--- src/rtl/pwm_period_pkg.sv ---
package pwm_period_pkg;

    // Register selects on the write port
    typedef enum logic [1:0] {
        SEL_PERIOD  = 2'd0,
        SEL_DUTY_HI = 2'd1,
        SEL_CTRL    = 2'd2,
        SEL_TIMER   = 2'd3
    } reg_sel_e;

    // Prescale select codes
    typedef enum logic [1:0] {
        PS_DIV1  = 2'b00,
        PS_DIV4  = 2'b01,
        PS_DIV16 = 2'b10
    } ps_sel_e;

    // Value of mode bits 3:2 that selects PWM operation
    localparam logic [1:0] PWM_MODE_KEY = 2'b11;

endpackage

--- src/rtl/pwm_cfg_regs.sv ---
module pwm_cfg_regs #(
    parameter int TMR_W = 8,
    parameter int SUB_W = 2
) (
    input  logic                   clk,
    input  logic                   rst_n,
    input  logic                   wr_en,
    input  logic [1:0]             wr_addr,
    input  logic [TMR_W-1:0]       wr_data,
    output logic [TMR_W-1:0]       period,
    output logic [TMR_W+SUB_W-1:0] duty,
    output logic [1:0]             ps_sel,
    output logic                   run_cfg
);
    import pwm_period_pkg::*;

    localparam int LO_MSB = SUB_W + 3;

    typedef struct packed {
        logic [TMR_W-1:0] period;
        logic [TMR_W-1:0] duty_hi;
        logic [SUB_W-1:0] duty_lo;
        logic [3:0]       mode;
        logic             tmr_on;
        logic [1:0]       ps;
    } cfg_t;

    cfg_t cfg_d, cfg_q;

    always_comb begin
        cfg_d = cfg_q;
        if (wr_en) begin
            case (reg_sel_e'(wr_addr))
                SEL_PERIOD:  cfg_d.period  = wr_data;
                SEL_DUTY_HI: cfg_d.duty_hi = wr_data;
                SEL_CTRL: begin
                    cfg_d.duty_lo = wr_data[LO_MSB:4];
                    cfg_d.mode    = wr_data[3:0];
                end
                SEL_TIMER: begin
                    cfg_d.tmr_on = wr_data[2];
                    cfg_d.ps     = wr_data[1:0];
                end
                default: cfg_d = cfg_q;
            endcase
        end
    end

    always_ff @(posedge clk or negedge rst_n) begin
        if (!rst_n) cfg_q <= '0;
        else        cfg_q <= cfg_d;
    end

    assign period  = cfg_q.period;
    assign duty    = {cfg_q.duty_hi, cfg_q.duty_lo};
    assign ps_sel  = cfg_q.ps;
    assign run_cfg = cfg_q.tmr_on && (cfg_q.mode[3:2] == PWM_MODE_KEY);

endmodule

--- src/rtl/pwm_timebase.sv ---
module pwm_timebase #(
    parameter int TMR_W = 8,
    parameter int SUB_W = 2,
    parameter int PRE_W = 4
) (
    input  logic                   clk,
    input  logic                   rst_n,
    input  logic                   run_cfg,
    input  logic                   clr_pre,
    input  logic [1:0]             ps_sel,
    input  logic [TMR_W-1:0]       period,
    output logic                   run_q,
    output logic [TMR_W+SUB_W-1:0] count,
    output logic                   wrap,
    output logic                   load
);
    import pwm_period_pkg::*;

    localparam logic [PRE_W-1:0] TOP_DIV1  = '0;
    localparam logic [PRE_W-1:0] TOP_DIV4  = PRE_W'(3);
    localparam logic [PRE_W-1:0] TOP_DIV16 = PRE_W'(15);

    typedef struct packed {
        logic             run;
        logic [PRE_W-1:0] pre;
        logic [SUB_W-1:0] sub;
        logic [TMR_W-1:0] tmr;
    } tb_t;

    tb_t              tb_d, tb_q;
    logic [PRE_W-1:0] pre_top;
    logic             step;
    logic             wrap_c;

    always_comb begin
        case (ps_sel_e'(ps_sel))
            PS_DIV1: pre_top = TOP_DIV1;
            PS_DIV4: pre_top = TOP_DIV4;
            default: pre_top = TOP_DIV16;
        endcase

        step   = tb_q.run && (tb_q.pre == pre_top);
        wrap_c = step && (tb_q.sub == '1) && (tb_q.tmr == period);

        tb_d = tb_q;
        if (!run_cfg) begin
            tb_d = '0;
        end else if (!tb_q.run) begin
            tb_d     = '0;
            tb_d.run = 1'b1;
        end else begin
            tb_d.pre = step ? '0 : tb_q.pre + 1'b1;
            if (step) begin
                tb_d.sub = tb_q.sub + 1'b1;
                if (tb_q.sub == '1) begin
                    tb_d.tmr = (tb_q.tmr == period) ? '0 : tb_q.tmr + 1'b1;
                end
            end
            if (clr_pre) tb_d.pre = '0;
        end
    end

    always_ff @(posedge clk or negedge rst_n) begin
        if (!rst_n) tb_q <= '0;
        else        tb_q <= tb_d;
    end

    assign run_q = tb_q.run;
    assign count = {tb_q.tmr, tb_q.sub};
    assign wrap  = wrap_c;
    assign load  = run_cfg && (!tb_q.run || wrap_c);

endmodule

--- src/rtl/pwm_duty_out.sv ---
module pwm_duty_out #(
    parameter int CNT_W = 10
) (
    input  logic             clk,
    input  logic             rst_n,
    input  logic             run,
    input  logic             load,
    input  logic [CNT_W-1:0] count,
    input  logic [CNT_W-1:0] duty,
    output logic [CNT_W-1:0] shadow,
    output logic             pwm
);
    typedef struct packed {
        logic [CNT_W-1:0] shadow;
        logic             pwm;
    } out_t;

    out_t out_d, out_q;

    always_comb begin
        out_d        = out_q;
        out_d.shadow = load ? duty : out_q.shadow;
        out_d.pwm    = run && (count < out_q.shadow);
    end

    always_ff @(posedge clk or negedge rst_n) begin
        if (!rst_n) out_q <= '0;
        else        out_q <= out_d;
    end

    assign shadow = out_q.shadow;
    assign pwm    = out_q.pwm;

endmodule

--- src/rtl/pwm_period_gen.sv ---
module pwm_period_gen #(
    parameter int TMR_W = 8,
    parameter int SUB_W = 2,
    parameter int PRE_W = 4
) (
    input  logic             clk,
    input  logic             rst_n,
    input  logic             wr_en,
    input  logic [1:0]       wr_addr,
    input  logic [TMR_W-1:0] wr_data,
    output logic             pwm_o
);
    localparam int CNT_W = TMR_W + SUB_W;

    logic [TMR_W-1:0] period_cfg;
    logic [CNT_W-1:0] duty_cfg;
    logic [1:0]       ps_cfg;
    logic             run_cfg;
    logic             run_q;
    logic [CNT_W-1:0] count;
    logic             wrap;
    logic             load;
    logic [CNT_W-1:0] shadow_q;

    pwm_cfg_regs #(.TMR_W(TMR_W), .SUB_W(SUB_W)) u_regs (
        .clk     (clk),
        .rst_n   (rst_n),
        .wr_en   (wr_en),
        .wr_addr (wr_addr),
        .wr_data (wr_data),
        .period  (period_cfg),
        .duty    (duty_cfg),
        .ps_sel  (ps_cfg),
        .run_cfg (run_cfg)
    );

    pwm_timebase #(.TMR_W(TMR_W), .SUB_W(SUB_W), .PRE_W(PRE_W)) u_tb (
        .clk     (clk),
        .rst_n   (rst_n),
        .run_cfg (run_cfg),
        .clr_pre (wr_en),
        .ps_sel  (ps_cfg),
        .period  (period_cfg),
        .run_q   (run_q),
        .count   (count),
        .wrap    (wrap),
        .load    (load)
    );

    pwm_duty_out #(.CNT_W(CNT_W)) u_out (
        .clk    (clk),
        .rst_n  (rst_n),
        .run    (run_q),
        .load   (load),
        .count  (count),
        .duty   (duty_cfg),
        .shadow (shadow_q),
        .pwm    (pwm_o)
    );

endmodule

--- config.mk ---
export PLATFORM = sky130hd
export DESIGN_NAME = pwm_period_gen
export DESIGN_NICKNAME = d
export VERILOG_FILES = /design/src/rtl/pwm_period_pkg.sv /design/src/rtl/pwm_cfg_regs.sv /design/src/rtl/pwm_timebase.sv /design/src/rtl/pwm_duty_out.sv /design/src/rtl/pwm_period_gen.sv
export SDC_FILE = /design/constraint.sdc
export NUM_CORES = 1
export LEC_CHECK = 0
export BUFFER_PORTS_ARGS = -buffer_cell sky130_fd_sc_hd__buf_4
export CORE_MARGIN = 2
export CORE_UTILIZATION = 23
export DETAILED_ROUTE_END_ITERATION = 7
export GPL_TIMING_DRIVEN = 1
export SETUP_SLACK_MARGIN = 0.4
export SYNTH_ARGS = -nofsm -noshare
export SYNTH_HDL_FRONTEND = slang
export SYNTH_SLANG_ARGS = --single-unit
--- constraint.sdc ---
create_clock -name clk -period 2 [get_ports clk]
set_clock_uncertainty 0.1 [all_clocks]
set_input_delay 0.4 -clock clk [delete_from_list [all_inputs] [get_ports clk]]
set_output_delay 0.4 -clock clk [all_outputs]
set_load 0.02 [all_outputs]
### Yosys cells after proc, flatten, opt, wreduce, memory -nomap -nowiden

Index checks and enable logic that the tools add are counted.
Widths: inputs -> output; s select.

* add/subtract/negate cells: 3
* multiply operators: 0
* div/mod/pow operators: 0
* $lt $le $gt $ge: 1
* equality and inequality tests: 10
* shift operators: 0
* multiplexer cells: 8
* bitwise logic cells: 0
* reduce and logical (&&, ||, !) cells: 15

Operators by type and width (count)
* $mux 8: 2
* $mux 15: 1
* $mux 14: 1
* $lt 10x10->1: 1
* $mux 10: 1
* $reduce_and 2->1: 5
* $add 8x1->8 const B: 1
* $eq 2x2->1 const B: 4
* $eq 8x8->1: 1
* $mux 4: 2
* $pmux 4 s2: 1
* $logic_and 1x1->1: 6
* $ne 3x3->1 const B: 2
* $add 4x1->4 const B: 1
* $eq 2x1->1 const B: 2
* $eq 4x4->1: 1
* $logic_not 2->1: 2
* $add 2x1->2 const B: 1
* $logic_not 1->1: 1
* $logic_or 1x1->1: 1

* flip-flop bits (word level): 51
* latch bits: 0
* bits in writable memories: 0
* ROM bits: 0
* input bits: 13
* output and inout port bits: 1
* word-level logic and storage cells: 49
* memories kept: 0

### Logic depth before layout (Yosys ltp)

* word-level depth: 8
* gate-level depth with buffers: 6

### Hierarchy

A second synthesis with hierarchy kept.

* cells, all modules: 246
* area, all modules: 2697.6 sq um

By module, submodules not included
* pwm_timebase: times used 1, cells each 111, area an instance 1062.3 sq um
* pwm_cfg_regs: times used 1, cells each 71, area an instance 1033.5 sq um
* pwm_duty_out: times used 1, cells each 64, area an instance 601.8 sq um

### Worst setup path after synthesis

OpenSTA, ideal clock, no wires.

* path kind: flip-flop to flip-flop
* from: register u_tb.tb_q[12] (netlist bit)
* to: register u_out.out_q (netlist bit u_out.shadow[0])
* library setup time: 0.125 ns
* arrival: 1.813 ns
* data required time: 1.775 ns
* setup slack: -0.038 ns
* stages on the path, launching flop included: 7
* path buffers: 1
* period minus slack after synthesis: 2.038 ns
* path through: dfrtp_1 -> or3_4 -> o22ai_4 -> o2111ai_1 -> a21boi_1 -> buf_4 -> mux2_2

* word-level cells in the longest chain between the ends: 6

Ends and longest elaborated chain
* from (decl): line pwm_timebase.sv:30 `tb_t tb_d, tb_q;`
* from (signal assigned): line pwm_timebase.sv:65 `else tb_q <= tb_d;`
* $eq 4x4->1: line pwm_timebase.sv:42 `step = tb_q.run && (tb_q.pre == pre_top);`
* $logic_and 1x1->1: line pwm_timebase.sv:42
* $logic_and 1x1->1 (2 in a row): line pwm_timebase.sv:43 `wrap_c = step && (tb_q.sub == '1) && (tb_q.tmr == period);`
* $logic_or 1x1->1: line pwm_timebase.sv:71 `assign load = run_cfg && (!tb_q.run || wrap_c);`
* $logic_and 1x1->1: line pwm_timebase.sv:71
* to (signal assigned): line pwm_duty_out.sv:28 `else out_q <= out_d;`
* to (decl): line pwm_duty_out.sv:18 `out_t out_d, out_q;`

No other way between the ends.
A chain may end at the register's enable or synchronous reset.

### Worst setup path after layout

* from: register u_tb.tb_q[12] (netlist bit)
* to: register u_tb.tb_q (netlist bit u_tb.count[7])

* word-level cells in the longest chain between the ends: 4

Ends and longest elaborated chain (line)
* $eq 4x4->1: pwm_timebase.sv:42
* $logic_and 1x1->1: pwm_timebase.sv:42
* $ne 3x3->1 (no source line)
* $reduce_and 2->1 (no source line)

No other way between the ends.

==> impl_summary.md <==
Status
The run finished, with violations left. The final reports fail on setup timing.

Layout
In the final layout, the share of cells above drive strength 1 is 0.471. Compared with the post-synthesis result, the final layout area differs by 30.4%. The number of antenna diodes in the final layout is 0. The number of nets in the layout is 262. After routing the design area is 3150 um2.

Route
The number of search-and-repair iterations in the first detailed-routing pass is 4. The residual DRC count is 0. In this run, the number of DRC markers left after iteration 0 of detailed routing was 121. Across all layers, the routed design uses 1,634 vias. Once detail routing completed, the nets flagged for antenna violations numbered 0.

The routed via count divided by cell count is 4.37. The average wire per cell in the routed design is 13.8 um. The routed wire length is 5150 um.

Setup path
The family with the most delay on the worst path is simple AND/OR/NAND/NOR gates. For the worst setup path, the data required time is 2.13 ns. The largest driver fanout on the critical path is 4. For this run, the slowest stage of the critical path takes 0.52 ns.

Data arrives at the worst endpoint at 2.21 ns. The launching element type of the critical path is a flip-flop. The critical path's slowest cell is sky130_fd_sc_hd__or4_1.

By startpoint and endpoint, the worst setup path is classified as flip-flop to flip-flop. The signal on the critical path passes through or3_4 > o22ai_4 > buf_4 > o21ai_4 > or4_1 > a21oi_1. The count of buffering cells on the critical path with inverters included is 1. The startpoint identified for the worst register-to-register timing path is u_tb.tb_q[12]$_DFF_PN0_.

In this run the worst setup path begins at u_tb.tb_q[12]$_DFF_PN0_. The worst setup path is captured at a flip-flop.

Clock tree
Clock-pin slew was measured on the worst setup and hold paths at 0.10 ns. The number of buffers inserted during clock tree synthesis is 5. The later pin in the worst-skew pair is clocked with a latency of 0.30 ns.

The H-tree was split into 2 levels. The cell sitting at the root of the clock tree is a sky130_fd_sc_hd__clkbuf_8. The number of buffers inserted for hold repair after clock tree synthesis is 0. TritonCTS built the clock tree. The clock sink count is 49. The maximum root-to-sink buffer count is 2.

STA
The minimum period implied by the final worst setup slack is 2.07 ns. The worst pin sits at a relative slew slack of 0.590. Setup slack on the critical path of the routed design comes to -0.0749 ns. The number of hold violations in the final report is 0. The worst-case hold slack is 0.0126 ns.

Of the available clock period, the critical path in the final layout requires 1.04. Timing would allow up to 0.482 GHz. The slew of the pin with the lowest slew margin is 0.615 ns. The number of max-slew violations in the final report is 0. Setup violations remaining at the end of the flow were counted as 11. Setup repair after global routing could not meet its margin everywhere.

Yosys
The synthesized netlist net count is 220. For this run, the register share of the synthesized area comes to 0.508. The number of synthesized flops with an enable pin is 0. The cell area that synthesis handed to floorplanning was 2410 um2. The area share of the largest cell type after synthesis is 0.508. Yosys printed 0 warnings. In the post-synthesis netlist, the biggest area contributors are sky130_fd_sc_hd__dfrtp_1 (51%), sky130_fd_sc_hd__mux2_2 (15%), sky130_fd_sc_hd__ha_1 (6.2%). For this run, asynchronously set or reset flops after synthesis account for 1.00.

The number of synthesized register bits is 49. The count of mapped cells out of synthesis is 195. The primary flip-flop cell chosen by synthesis mapping is sky130_fd_sc_hd__dfrtp_1.

The cell taking the most area after synthesis is sky130_fd_sc_hd__dfrtp_1. The post-synthesis cell type count is 40. Averaged over all synthesized cells, the footprint is 12.4 um2.

Die
14 I/O pins were placed. The floorplan die height is 106 um. The initial utilization of the core area, before any placement, comes to 0.235.

The floorplan die area is 11,300 um2. The floorplan step set the die width to 106 um. The initialized floorplan defines 37 standard-cell rows. The core outline area is 10,300 um2.

Place
The count of buffers added on input and output ports is 13. The placer congestion estimate is 0.724. The placed standard-cell area is 2840 um2. The sum of net half-perimeters after detailed placement is 3760 um.

Global routing
Entering global routing, the biggest net connects 50 pins. In the global route stage, overall resource usage came out at 0.0984. The via count of the first global-routing pass is 1,793. The first global-routing pass estimated 8910 um of wire. The global route total overflow is 0. The initial antenna violation count is 0.

Flow run
The max-capacitance violation count is 0.

Power
In this run the power density over the cells is 829 nW/um2. The worst-case IR drop observed on VDD is 462 uV. The design draws 0.00261 W. In this run the static leakage power is 1.36 nW.

Hold path
The path type of the worst min-delay path is input port to async pin.
==> synth_stat cells, types with 2 or more instances <==
library cell                 n
sky130_fd_sc_hd__xor2_1      9
sky130_fd_sc_hd__inv_1       9
sky130_fd_sc_hd__nor3b_1     5
sky130_fd_sc_hd__a21oi_1     5
sky130_fd_sc_hd__xnor2_1     2
sky130_fd_sc_hd__nand2_1     7
sky130_fd_sc_hd__nor2b_1     2
sky130_fd_sc_hd__mux2_2     33
sky130_fd_sc_hd__ha_1       12
sky130_fd_sc_hd__dfrtp_1    49
sky130_fd_sc_hd__a32o_1      4
sky130_fd_sc_hd__and2_1      2
sky130_fd_sc_hd__nand3b_1    2
sky130_fd_sc_hd__or4_1       2
sky130_fd_sc_hd__nor4_1      2
sky130_fd_sc_hd__a2bb2oi_1   3
sky130_fd_sc_hd__o21ai_0     6
sky130_fd_sc_hd__nand3_1     7
sky130_fd_sc_hd__and3_1      4
sky130_fd_sc_hd__o21a_1      2
sky130_fd_sc_hd__or3_1       3
sky130_fd_sc_hd__nor2_1      7
==> power breakdown <==
group / internal [W] / leakage (nW) / switching (W)
Sequential: 0.00119 / 0.612 / 0.000111
Combinational: 0.000337 / 0.686 / 0.000249
Clock: 0.000408 / 0.0585 / 0.000319
==> state kept, by name (all words and copies together) (netlist names), 2 cells and up <==
| name | flops |
|---|---|
| u_out.shadow | 10 |
| u_regs.duty | 10 |
| u_tb.count | 10 |
| u_regs.period | 8 |
| u_tb.tb_q | 4 |
| u_regs.cfg_q | 3 |
| u_regs.ps_sel | 2 |
==> worst reg2reg max path: stages (launching register included) <==
cell,delay (ns)
sky130_fd_sc_hd__dfrtp_1,0.40
sky130_fd_sc_hd__or3_4,0.42
sky130_fd_sc_hd__o22ai_4,0.18
sky130_fd_sc_hd__buf_4,0.17
sky130_fd_sc_hd__o21ai_4,0.08
sky130_fd_sc_hd__or4_1,0.52
sky130_fd_sc_hd__a21oi_1,0.13
==> path summary, 6_finish.rpt <==
kind	to	slack, ns	cells after the start
hold reg to reg	u_regs.cfg_q[5]$_DFFE_PN0P_	0.40	1
min in group clk	u_tb.tb_q[11]$_DFF_PN0_	0.19	2
hold / removal	u_tb.count[3]$_DFFE_PN0P_	0.01	1
setup reg to reg	u_tb.count[7]$_DFFE_PN0P_	-0.07	6
setup / recovery	u_tb.count[7]$_DFFE_PN0P_	-0.07	6
max in group asynchronous	u_tb.tb_q[11]$_DFF_PN0_	1.35	1
==> kinds of logic (layout without fill, tap and decap cells) <==
| logic type | count (synthesis) | in the layout | synth area share |
|---|---|---|---|
| simple gates | 51 | 52 | 0.130 |
| xor+xnor | 11 | 11 | 0.0399 |
| buf+inv | 12 | 54 | 0.0207 |
| flops | 49 | 49 | 0.508 |
| fa+ha+maj | 12 | 12 | 0.0622 |
| compound gates | 26 | 26 | 0.0814 |
| mux | 34 | 34 | 0.158 |
==> through the flow <==
step	cells	utilization	TNS, ns	worst slack (ns)
floorplan	195	-	-0.206	-0.0206
global placement	361	0.276	-0.182	-0.0191
detailed placement	361	0.276	-0.523	-0.0531
CTS	374	0.303	-0.892	-0.0888
global route	374	0.306	-2.10	-0.194
finish	374	0.306	-0.644	-0.0749
==> layout make-up <==
class / count / area, um2
fill: 1045 / 7130
multi-input combinational: 135 / 1300
sequential: 49 / 1230
timing repair buffer: 37 / 297
tap: 136 / 170
clock buffer: 7 / 86.3
inverter: 9 / 33.8
clock inverter: 1 / 30.0
==> repair_timing <==
action                                  4_1_cts  5_1_grt
cloned                                        2        0
setup buffers                                 3        0
pin swaps                                    12        2
gates resized for setup                      29        7
endpoints found under the setup margin       24       24
==> layout by cell type (no fill, tap or decap), types with 2 or more instances in the layout <==
cell                         n
sky130_fd_sc_hd__o21ai_2     2
sky130_fd_sc_hd__inv_1       9
sky130_fd_sc_hd__nand3_1     5
sky130_fd_sc_hd__a32o_1      3
sky130_fd_sc_hd__mux2_2     33
sky130_fd_sc_hd__nor3b_1     5
sky130_fd_sc_hd__nor2_1      3
sky130_fd_sc_hd__ha_4        3
sky130_fd_sc_hd__nor4_2      2
sky130_fd_sc_hd__a2bb2oi_1   2
sky130_fd_sc_hd__and3_1      3
sky130_fd_sc_hd__nor2_2      3
sky130_fd_sc_hd__dfrtp_1    47
sky130_fd_sc_hd__or3_1       2
sky130_fd_sc_hd__buf_4      32
sky130_fd_sc_hd__o21ai_0     3
sky130_fd_sc_hd__xor2_1      9
sky130_fd_sc_hd__and2_4      2
sky130_fd_sc_hd__nor2b_1     2
sky130_fd_sc_hd__nand2_1     7
sky130_fd_sc_hd__clkbuf_8    6
sky130_fd_sc_hd__dfrtp_2     2
sky130_fd_sc_hd__buf_6       5
sky130_fd_sc_hd__a21oi_1     3
sky130_fd_sc_hd__or3_4       2
sky130_fd_sc_hd__nand3b_1    2
sky130_fd_sc_hd__a21oi_2     2
sky130_fd_sc_hd__ha_1        9
==> per-layer routing <==
metal | track usage | share of wire | vias to the layer above
met5 | 0 | 0 | -
li1 | - | - | 790
met3 | 0.0172 | 0.020 | 5
met2 | 0.174 | 0.52 | 20
met1 | 0.124 | 0.45 | 819
met4 | 0.0269 | 0.010 | 0
(Power assumes the default switching activity.)
